<file path="src/rtl/hs_port_pkg.sv">
// Shared types for the handshake output port controller.
// Assumes nothing beyond a single sampling clock domain.
package hs_port_pkg;

    // Stall policy, fixed at elaboration.
    typedef enum logic {
        MODE_DEMAND = 1'b0,
        MODE_POLL   = 1'b1
    } port_mode_e;

    // Controller sequencing states.
    typedef enum logic [2:0] {
        ST_IDLE      = 3'd0,
        ST_HOLD_CLK  = 3'd1,
        ST_REQ       = 3'd2,
        ST_HOLD_LATE = 3'd3,
        ST_DROP_REQ  = 3'd4,
        ST_DROP_HOLD = 3'd5
    } port_state_e;

endpackage

</file>
<file path="src/rtl/hs_sync.sv">
// Multi-stage level synchronizer.
// Each bit of d_i passes through STAGES flops on clk. Assumes the inputs
// are level signals that stay stable long enough to be captured. Reset
// clears every stage to zero.
module hs_sync #(
    parameter int WIDTH  = 1,
    parameter int STAGES = 2
) (
    input  logic             clk,
    input  logic             rst_n,
    input  logic [WIDTH-1:0] d_i,
    output logic [WIDTH-1:0] q_o
);

    localparam int LAST = STAGES - 1;

    logic [WIDTH-1:0] stage_q [STAGES];

    for (genvar s = 0; s < STAGES; s++) begin : g_stage
        if (s == 0) begin : g_first
            // First capture flop, fed from the asynchronous input.
            always_ff @(posedge clk) begin
                if (!rst_n) stage_q[s] <= '0;
                else        stage_q[s] <= d_i;
            end
        end else begin : g_chain
            // Further resolution flops.
            always_ff @(posedge clk) begin
                if (!rst_n) stage_q[s] <= '0;
                else        stage_q[s] <= stage_q[s-1];
            end
        end
    end

    assign q_o = stage_q[LAST];

endmodule

</file>
<file path="src/rtl/hs_toggle_track.sv">
// Two-phase bookkeeping toward the island.
// Keeps the enable level that was last accepted. A transfer is pending
// while the synchronized enable differs from it. Toggles the completion
// line once per finished transfer. Assumes the island keeps at most one
// change outstanding beyond the one in flight.
module hs_toggle_track (
    input  logic clk,
    input  logic rst_n,
    input  logic en_s_i,
    input  logic take_i,
    input  logic done_i,
    output logic pending_o,
    output logic ta_o
);

    logic taken_lvl_q;
    logic ta_q;

    // Remember the enable level at the moment a transfer is accepted.
    always_ff @(posedge clk) begin
        if (!rst_n)      taken_lvl_q <= 1'b0;
        else if (take_i) taken_lvl_q <= en_s_i;
    end

    // Flip the completion toggle when a transfer finishes.
    always_ff @(posedge clk) begin
        if (!rst_n)      ta_q <= 1'b0;
        else if (done_i) ta_q <= ~ta_q;
    end

    assign pending_o = en_s_i ^ taken_lvl_q;
    assign ta_o      = ta_q;

    // A transfer is only started when an enable change is waiting.
    assert_take_pending_R7 : assert property (@(posedge clk) disable iff (!rst_n)
        take_i |-> pending_o);

    // Completion and acceptance never coincide: completion happens away from idle.
    assert_done_not_take_R6 : assert property (@(posedge clk) disable iff (!rst_n)
        done_i |-> !take_i);

endmodule

</file>
<file path="src/rtl/hs_port_fsm.sv">
// Handshake sequencer for the output port.
// Drives the pause request and the link request from flops, in the order
// set by MODE. Reacts only to synchronized acknowledges. Assumes the clock
// generator and the link partner follow four-phase rules: each acknowledge
// follows its request up and down.
module hs_port_fsm
    import hs_port_pkg::*;
#(
    parameter port_mode_e MODE = MODE_DEMAND
) (
    input  logic clk,
    input  logic rst_n,
    input  logic pending_i,
    input  logic pack_s_i,
    input  logic ack_s_i,
    output logic take_o,
    output logic done_o,
    output logic pr_o,
    output logic req_o
);

    localparam bit IS_DEMAND = (MODE == MODE_DEMAND);

    port_state_e st_q, st_n;
    logic        pr_q, req_q;

    // Pause request level held in each state.
    function automatic logic pause_of(port_state_e s);
        case (s)
            ST_HOLD_CLK, ST_HOLD_LATE, ST_DROP_REQ: pause_of = 1'b1;
            ST_REQ:                                 pause_of = IS_DEMAND;
            default:                                pause_of = 1'b0;
        endcase
    endfunction

    // Link request level held in each state.
    function automatic logic req_of(port_state_e s);
        req_of = (s == ST_REQ) || (s == ST_HOLD_LATE);
    endfunction

    // Next-state choice for the handshake sequence.
    always_comb begin
        st_n = st_q;
        case (st_q)
            ST_IDLE:      if (pending_i) st_n = IS_DEMAND ? ST_HOLD_CLK : ST_REQ;
            ST_HOLD_CLK:  if (pack_s_i)  st_n = ST_REQ;
            ST_REQ:       if (ack_s_i)   st_n = IS_DEMAND ? ST_DROP_REQ : ST_HOLD_LATE;
            ST_HOLD_LATE: if (pack_s_i)  st_n = ST_DROP_REQ;
            ST_DROP_REQ:  if (!ack_s_i)  st_n = ST_DROP_HOLD;
            ST_DROP_HOLD: if (!pack_s_i) st_n = ST_IDLE;
            default:                     st_n = ST_IDLE;
        endcase
    end

    // State and glitch-free registered outputs.
    always_ff @(posedge clk) begin
        if (!rst_n) begin
            st_q  <= ST_IDLE;
            pr_q  <= 1'b0;
            req_q <= 1'b0;
        end else begin
            st_q  <= st_n;
            pr_q  <= pause_of(st_n);
            req_q <= req_of(st_n);
        end
    end

    assign take_o = (st_q == ST_IDLE) && pending_i;
    assign done_o = (st_q == ST_DROP_HOLD) && !pack_s_i;
    assign pr_o   = pr_q;
    assign req_o  = req_q;

    if (IS_DEMAND) begin : g_demand_chk
        // Demand mode: the link request only rises with the clock already held.
        assert_req_after_pause_R3 : assert property (@(posedge clk) disable iff (!rst_n)
            $rose(req_o) |-> pr_o);
    end else begin : g_poll_chk
        // Poll mode: the pause request only rises with the link request up.
        assert_pause_after_req_R4 : assert property (@(posedge clk) disable iff (!rst_n)
            $rose(pr_o) |-> req_o);
        // Poll mode: a new request goes out with the island still running.
        assert_poll_runs_R4 : assert property (@(posedge clk) disable iff (!rst_n)
            $rose(req_o) |-> !pr_o);
    end

    // The link request drops while the clock is still held.
    assert_drop_req_held_R5 : assert property (@(posedge clk) disable iff (!rst_n)
        $fell(req_o) |-> pr_o);

    // The pause is released only after the link request is down.
    assert_release_last_R5 : assert property (@(posedge clk) disable iff (!rst_n)
        $fell(pr_o) |-> !req_o);

    // Completion is reported only with both requests low.
    assert_done_quiet_R6 : assert property (@(posedge clk) disable iff (!rst_n)
        done_o |-> (!pr_o && !req_o));

endmodule

</file>
<file path="src/rtl/hs_out_port.sv">
// Handshake output port controller, top level.
// Bridges a two-phase island request to a four-phase link, and stalls the
// island clock generator according to MODE. All three incoming control
// lines are treated as asynchronous and synchronized on clk. Assumes clk
// is fast compared with the island clock and the partner response times.
module hs_out_port
    import hs_port_pkg::*;
#(
    parameter port_mode_e MODE        = MODE_DEMAND,
    parameter int         SYNC_STAGES = 2
) (
    input  logic clk,
    input  logic rst_n,
    input  logic xfer_en_i,
    output logic xfer_ack_o,
    output logic pause_req_o,
    input  logic pause_ack_i,
    output logic link_req_o,
    input  logic link_ack_i
);

    localparam int N_ASYNC = 3;

    logic [N_ASYNC-1:0] async_in, sync_out;
    logic en_s, pack_s, ack_s;
    logic pending, take, done;

    assign async_in = {xfer_en_i, pause_ack_i, link_ack_i};
    assign {en_s, pack_s, ack_s} = sync_out;

    hs_sync #(
        .WIDTH  (N_ASYNC),
        .STAGES (SYNC_STAGES)
    ) u_sync (
        .clk   (clk),
        .rst_n (rst_n),
        .d_i   (async_in),
        .q_o   (sync_out)
    );

    hs_toggle_track u_track (
        .clk       (clk),
        .rst_n     (rst_n),
        .en_s_i    (en_s),
        .take_i    (take),
        .done_i    (done),
        .pending_o (pending),
        .ta_o      (xfer_ack_o)
    );

    hs_port_fsm #(
        .MODE (MODE)
    ) u_fsm (
        .clk       (clk),
        .rst_n     (rst_n),
        .pending_i (pending),
        .pack_s_i  (pack_s),
        .ack_s_i   (ack_s),
        .take_o    (take),
        .done_o    (done),
        .pr_o      (pause_req_o),
        .req_o     (link_req_o)
    );

    // At most one output changes per cycle.
    assert_single_step_R5 : assert property (@(posedge clk) disable iff (!rst_n)
        $countones({pause_req_o ^ $past(pause_req_o),
                    link_req_o  ^ $past(link_req_o),
                    xfer_ack_o  ^ $past(xfer_ack_o)}) <= 1);

endmodule

</file>
<file path="config.mk">
export PLATFORM = sky130hd
export DESIGN_NAME = hs_out_port
export DESIGN_NICKNAME = d
export VERILOG_FILES = /design/src/rtl/hs_port_pkg.sv /design/src/rtl/hs_sync.sv /design/src/rtl/hs_toggle_track.sv /design/src/rtl/hs_port_fsm.sv /design/src/rtl/hs_out_port.sv
export SDC_FILE = /design/constraint.sdc
export NUM_CORES = 1
export LEC_CHECK = 0
export CAP_MARGIN = 20
export CORE_AREA = 2 2 39 41
export DETAILED_ROUTE_END_ITERATION = 12
export DIE_AREA = 0 0 41 43
export GPL_ROUTABILITY_DRIVEN = 0
export SYNTH_ARGS = -nofsm -noshare
export SYNTH_HDL_FRONTEND = slang
export SYNTH_SLANG_ARGS = --single-unit
</file>
<file path="constraint.sdc">
create_clock -name clk -period 3.57 [get_ports clk]
set_clock_uncertainty 0.15 [all_clocks]
set_input_delay 0.357 -clock clk [delete_from_list [all_inputs] [get_ports clk]]
set_output_delay 0.357 -clock clk [all_outputs]
set_load 0.05 [all_outputs]
</file>
After elaboration in Yosys (flattened, before gate mapping) --
Memory sizes are Yosys's and may differ from the RTL's. Index checks and enable logic that the tools add are counted.
Storage, ports and cells: memories kept 1, bits in registers 7, RAM bits 6, output and inout port bits 3, bits of input ports 5
Operators by class: reduce and logical (&&, ||, !) cells 6, bitwise operators 4, equality and inequality tests 9, mux-type cells 12
Memory list:
- u_sync.stage_q | words 2, width 3, read ports 2, clocked after Yosys merged registers in 0, write ports 2, RTL line hs_sync.sv:17 | logic [WIDTH-1:0] stage_q [STAGES];
Operators with widths (count):
- two-way mux 3 bit | 8
- one-hot mux 3 bit (6 select lines) | 1
- equality test 3 x 2 -> 1 bit, second input constant | 4
- equality test 3 bit, second input constant | 3
- equality test 3 x 1 -> 1 bit, second input constant | 2
- OR reduction 4 bit | 1
- logical NOT 3 bit | 1
- two-way mux 1 bit | 3
- logical AND 1 bit | 2
- OR 1 bit | 2
- logical NOT 1 bit | 1
- logical OR 1 bit | 1
- NOT 1 bit | 1
- XOR 1 bit | 1

Longest topological paths before layout --
Gate-level depths: netlist of run 1.
depth after elaboration 6, gate-level depth with buffers 5, gate-level depth less buffers 4

Modules after synthesis --
From an unflattened synthesis of run 1, not the netlist that was laid out.
Unflattened totals: cells, all modules 48, area, all modules 509.2 um2
Modules (own cells, without submodules):
- hs_port_fsm | area an instance 271.5 um2, cells an instance 29, instances 1, seq. area each 100.1 um2
- hs_sync | area an instance 157.7 um2, cells an instance 12, instances 1, seq. area each 120.1 um2
- hs_toggle_track | area an instance 80.1 um2, cells an instance 7, instances 1, seq. area each 40.0 um2

Worst setup path before layout of run 1 --
Ideal clock, no wire load.
path kind reg2reg, from reg u_fsm.st_q[2], to reg u_fsm.pr_q, in the netlist u_fsm.pr_o, buffers on the path 1, arrival 1.149 ns, period minus slack after synthesis 1.420 ns, required time 3.299 ns, slack 2.150 ns, stages on the path, launching flop included 6, setup time 0.121 ns, path through dfxtp_1 -> buf_2 -> a211oi_1 -> o21ai_1 -> o211ai_2 -> mux2_4
Between the ends: longest elaborated chain between the ends 5, elaborated cells between the ends (all ways) 19
RTL lines:
- start: declaration | RTL line hs_port_fsm.sv:24 | port_state_e st_q, st_n;
- start signal: assignment | RTL line hs_port_fsm.sv:62 | st_q <= st_n;
- equality test 3 bit, or another cell as far along | RTL line hs_port_fsm.sv:44 | case (st_q)
- one-hot mux 3 bit (6 select lines) (*) | RTL line hs_port_fsm.sv:44
- equality test 3 x 1 -> 1 bit, or another cell as far along | RTL line hs_port_fsm.sv:29 | case (s)
- OR reduction 4 bit (no line) (*)
- two-way mux 1 bit (*) | RTL line hs_port_fsm.sv:29
- end signal: assignment | RTL line hs_port_fsm.sv:63 | pr_q <= pause_of(st_n);
- end: declaration | RTL line hs_port_fsm.sv:25 | logic pr_q, req_q;
Every way passes the cells marked *; elsewhere a longest branch is shown, timed or not. A chain may end at the register's enable or synchronous reset.

Worst setup path after layout of run 1 --
from reg u_track.ta_q, in the netlist u_track.ta_o, to out xfer_ack_o
RTL lines:
- start: declaration | RTL line hs_toggle_track.sv:17 | logic ta_q;
- start signal: assignment | RTL line hs_toggle_track.sv:28 | else if (done_i) ta_q <= ~ta_q;
- end: declaration | RTL line hs_out_port.sv:15 | output logic xfer_ack_o,
No word-level cell between the ends.

==> results of run 1 <==
==> sequential cells by signal (all words and copies together), names as in the netlist <==
register             cells
u_sync.stage_q           6
u_fsm.st_q               3
u_fsm.pr_o               1
u_fsm.req_o              1
u_track.ta_o             1
u_track.taken_lvl_q      1
==> cell usage after synthesis (all sizes together) (2+ instances only) <==
library cell   n  area (um^2)
nor2b          2         12.5
buf            2         12.5
o21ai          2         13.8
dfxtp         13          260
nor2           3         13.8
xor2           2         17.5
and2           8         50.1
nor3b          2         15.0
a211oi         2         20.0
==> through the flow <==
step / instance area [um^2] / setup slack [ns] / power [mW] / hold slack (ns) / util
floorplan: 522 / 2.15 / 0.187 / 0.262 / -
global placement: 596 / 1.87 / 0.197 / 0.264 / 0.430
detailed placement: 596 / 1.87 / 0.198 / 0.271 / 0.430
CTS: 622 / 1.63 / 0.286 / 0.290 / 0.449
global route: 622 / 1.58 / 0.300 / 0.296 / 0.449
finish: 622 / 1.65 / 0.280 / 0.285 / 0.449
==> final cells by class <==
class / count / area share
Clock buffer: 4 / 0.0423
Multi-Input combinational cell: 32 / 0.394
Sequential cell: 13 / 0.419
Tap cell: 16 / 0.0322
Timing Repair Buffer: 7 / 0.113
==> layer usage <==
metal  vias up  track usage
li1        176            -
met1       155        0.132
met2         6        0.138
met3         0       0.0471
met4         0       0.0600
met5         -            0
==> worst min-delay path by stage <==
stage	slack (ns)	start	to
3_3_place_gp	0.26	u_sync.stage_q[0][2]	u_sync.stage_q[1][2]
6_report	0.28	u_sync.stage_q[0][1]	u_sync.stage_q[1][1]
3_5_place_dp	0.27	u_sync.stage_q[0][2]	u_sync.stage_q[1][2]
2_1_floorplan	0.26	u_sync.stage_q[0][0]	u_sync.stage_q[1][0]
5_1_grt	0.30	u_sync.stage_q[0][0]	u_sync.stage_q[1][0]
4_1_cts	0.29	u_sync.stage_q[0][1]	u_sync.stage_q[1][1]
==> power by group through the flow <==
stage | Clock, mW | Combinational (mW) | Sequential [mW]
after floorplan | 0 | 0.0217 | 0.165
after detailed placement | 0 | 0.0364 | 0.161
after global routing | 0.102 | 0.0396 | 0.159
after global placement | 0 | 0.0361 | 0.161
after CTS | 0.0919 | 0.0366 | 0.158
final | 0.0862 | 0.0362 | 0.158
==> cell families (layout without fill, tap and decap cells) <==
logic type,count (synthesis),after routing,synth area share
buffers and inverters,3,11,0.0312
AND/OR/NAND/NOR,19,19,0.230
AO/OA/AOI/OAI,8,8,0.141
flip-flops,13,13,0.499
multiplexers,2,2,0.0480
XOR/XNOR,3,3,0.0504
==> impl_metrics.toml, run 1 <==
[run_status]
status = "complete, no violations"

[min_path]
hold_class = "reg -> reg"
hold_path_depth = 1

[synth]
syn_nets = 53
synth_cell_types = 25
synth_edf_count = 0
syn_inst = 48
synth_area_um2 = 522
ys_async_sr_fraction = 0
synth_top_flop_cell = "dfxtp_1"
ys_ff_latch = 13
synth_seq_area_share = 0.499
syn_area_per_cell_um2 = 10.9
ys.warnings.count = 0

[clocking]
ctsHoldBuffers = 0
insertion_delay_ns = 0.27
clk_pin_slew_worst_paths_ns = 0.07
cts_tree = "yes"
clock-sinks = 13
ctsResizeCount = 0
cts_buffer_depth = 2
cts_buffers = 3
root_buffer = "clkbuf_4"
post_cts_buffers = 0
htreeDepth = 1

[drt]
routed-via-count = 337
routedLengthMet1_um = 347
drt_iter0_markers = 2
first_pass_iters = 2
drc_errors = 0
drt-wirelength-per-cell_um = 9.90
top_layer = "met3"
vias_per_cell = 4.68
wl_met3_um = 32
ant_nets = 0
wl_met2_um = 333
drt_wl_total_um = 713

[timing]
setup_viol_count_final = 0
setup-tns-final_ns = 0
max_freq_mhz = 521
period_share = 0.538
rsz0062_at_grt = "no"
period_needed_ns = 1.92
hold_viol = 0
tightestPinTransition_ns = 0.487
max_slew_margin = 0.674
finalMaxSlewViolations = 0

[worst_setup_path]
required_ns = 3.06
cp-endpoint = "xfer_ack_o"
cp.depth = 1
r2r-start = "u_fsm.st_q[1]"
reg2reg_to = "u_fsm.pr_o"
cp_top_family = "buffers and inverters"
crit_chain = "clkdlybuf4s50_1"
cp-end-kind = "primary output"
cpPeakStageDelay_ns = 0.80
crit_slowest_cell = "clkdlybuf4s50_1"
critPathKind = "reg -> out"
regToRegSetupSlack_ns = 2.03
critical_path.startpoint_type = "register"
cp-startpoint = "u_track.ta_o"
worst-path-buf-inv = 1
critPathArrivalTime_ns = 1.41
path_max_fanout = 2
reg2reg_depth = 4

[pwr]
ir_worst_vdd_mv = 0.208
power_leakage_nw = 0.248
p_seq_frac = 0.563
intPower_mw = 0.214
power_switching_share = 0.235
power_frac_comb = 0.129
p_per_area_nw_per_um2 = 450
p_sw_mw = 0.0658
p_clk_frac = 0.308

[final_layout]
drive_above_1_share = 0.161
multi_input_area_um2 = 245
regArea_um2 = 260
diodes = 0
mostFrequentLayoutCell = "dfxtp_1"
syn_to_final_growth_pct = 19.2
stdcell_count = 72
layout_common_cells = "dfxtp_1, and2_1, clkdlybuf4s50_1, clkbuf_4"
n_fill_cell = 140
nNetsFinal = 62

[placement]
port_buffers = 7
hpwlAfterDp_um = 511
dp_cells = 68

[floorplan]
initial_utilization = 0.377
die_w_um = 41
core_area_um2 = 1380
ioPinCount = 8
die_area_um2 = 1760
die_height_um = 43
rows = 14

[global_routing]
track_usage = 0.103
grt-ovfl-total = 0
grt_pass1_wl_um = 1190
grt_pass1_vias = 301
grt_max_degree = 14
antenna_found_initial = 0

[job]
maxCapViolCount = 0
(Power assumes the default switching activity.)
==> run 2: changes to the inputs <==
- clock period: 3.57 -> 1.7 ns (I/O delays scaled with it)
==> impl_metrics.toml, run 2 (synthesis gave the netlist of run 1 again) <==
[floorplan]
rows = 14
die_height_um = 43
die_w_um = 41
initial_utilization = 0.377
ioPinCount = 8
die_area_um2 = 1760
core_area_um2 = 1380

[final_layout]
n_fill_cell = 129
diodes = 0
largest-register = "u_sync.stage_q"
nNetsFinal = 63
mostFrequentLayoutCell = "dfxtp_1"
syn_to_final_growth_pct = 19.2
reg_top3 = "u_sync.stage_q x6, u_fsm.st_q x3"
layout_common_cells = "dfxtp_1, and2_1, clkdlybuf4s50_1, buf_4, clkbuf_4"
largest_reg_flops = 6
drive_above_1_share = 0.228

[worst_setup_path]
cp.depth = 4
cp_top_family = "flip-flops"
critical_path.startpoint_type = "register"
reg2reg_depth = 4
crit_slowest_cell = "dfxtp_1"
cp-endpoint = "u_fsm.pr_o"
required_ns = 1.71
critPathArrivalTime_ns = 1.57
critPathKind = "reg -> reg"
cpPeakStageDelay_ns = 0.50
worst-path-buf-inv = 0
cp-end-kind = "register"
cp-startpoint = "u_fsm.st_q[1]"
crit_chain = "and3b_1, o21ai_2, o211ai_2, mux2_4"
regToRegSetupSlack_ns = 0.14
reg2reg_to = "u_fsm.pr_o"
r2r-start = "u_fsm.st_q[1]"
path_max_fanout = 8

[drt]
drt-wirelength-per-cell_um = 10.1
ant_nets = 0
vias_per_cell = 4.62
drt_wl_total_um = 734
routed-via-count = 337
first_pass_iters = 2
drt_iter0_markers = 2
drc_errors = 0

[pwr]
ir_worst_vdd_mv = 0.593
power_leakage_nw = 0.259
p_per_area_nw_per_um2 = 948
finalPower_mw = 0.589

[placement]
place_ws_ns = 0.158
port_buffers = 7

[run_status]
status = "complete, no violations"

[clocking]
ctsResizeCount = 0
root_buffer = "clkbuf_4"
cts_buffers = 3
ctsHoldBuffers = 0
htreeDepth = 1
cts_tree = "yes"
post_cts_buffers = 0
clk_pin_slew_worst_paths_ns = 0.07
insertion_delay_ns = 0.27
cts_buffer_depth = 2
clock-sinks = 13

[global_routing]
grt_pass1_wl_um = 1410
track_usage = 0.119
grt-ovfl-total = 0
grt_max_degree = 12
grt_pass1_vias = 321
antenna_found_initial = 0

[timing]
rsz0062_at_grt = "no"
tightestPinTransition_ns = 0.353
max_slew_margin = 0.764
max_freq_mhz = 640
period_share = 0.920
setup_ws_ns = 0.137
setup-tns-final_ns = 0
hold_viol = 0
period_needed_ns = 1.56
setup_viol_count_final = 0
finalMaxSlewViolations = 0

[min_path]
hold_class = "reg -> reg"

[job]
maxCapViolCount = 0
run 2: how the worst min path moves through the flow:
stage	slack, ns	depth (start not counted)	end	start
after floorplan	0.14	1	u_sync.stage_q[0][0]	link_ack_i
after global placement	0.26	1	u_sync.stage_q[1][1]	u_sync.stage_q[0][1]
after detailed placement	0.27	1	u_sync.stage_q[1][0]	u_sync.stage_q[0][0]
after CTS	0.29	1	u_sync.stage_q[1][0]	u_sync.stage_q[0][0]
after global routing	0.30	1	u_sync.stage_q[1][2]	u_sync.stage_q[0][2]
final	0.28	1	u_sync.stage_q[1][0]	u_sync.stage_q[0][0]
run 2: report_power, final:
part / internal (mW) / leakage [nW] / switching (mW)
Sequential: 0.319 / 0.106 / 0.0123
Combinational: 0.0406 / 0.137 / 0.0356
Clock: 0.0908 / 0.0150 / 0.0911
run 2: layout make-up:
cell class                 count  area, um^2  area share
tap                           16        20.0      0.0322
clock buffer                   4        26.3      0.0423
timing repair buffer           8        70.1       0.113
sequential                    13         260       0.419
multi-input combinational     32         245       0.394
run 2: through the flow:
step / instance area [um^2] / instances / hold WS, ns / utilization
floorplan: 522 / 48 / 0.142 / -
global placement: 596 / 69 / 0.264 / 0.430
detailed placement: 596 / 69 / 0.271 / 0.430
CTS: 622 / 73 / 0.290 / 0.449
global route: 622 / 73 / 0.299 / 0.449
finish: 622 / 73 / 0.284 / 0.449
run 2: routing by layer:
layer  track usage  routed length [um]  up-vias
li1              -                   -      178
met1         0.163                 358      145
met2         0.156                 314       10
met3        0.0314                  37        4
met4        0.0800                  24        0
met5             0                   0        -
run 2: worst register-to-register path, cell delays in order, from the launching register on:
cell	delay, ns
dfxtp_1	0.50
and3b_1	0.23
o21ai_2	0.17
o211ai_2	0.11
mux2_4	0.30
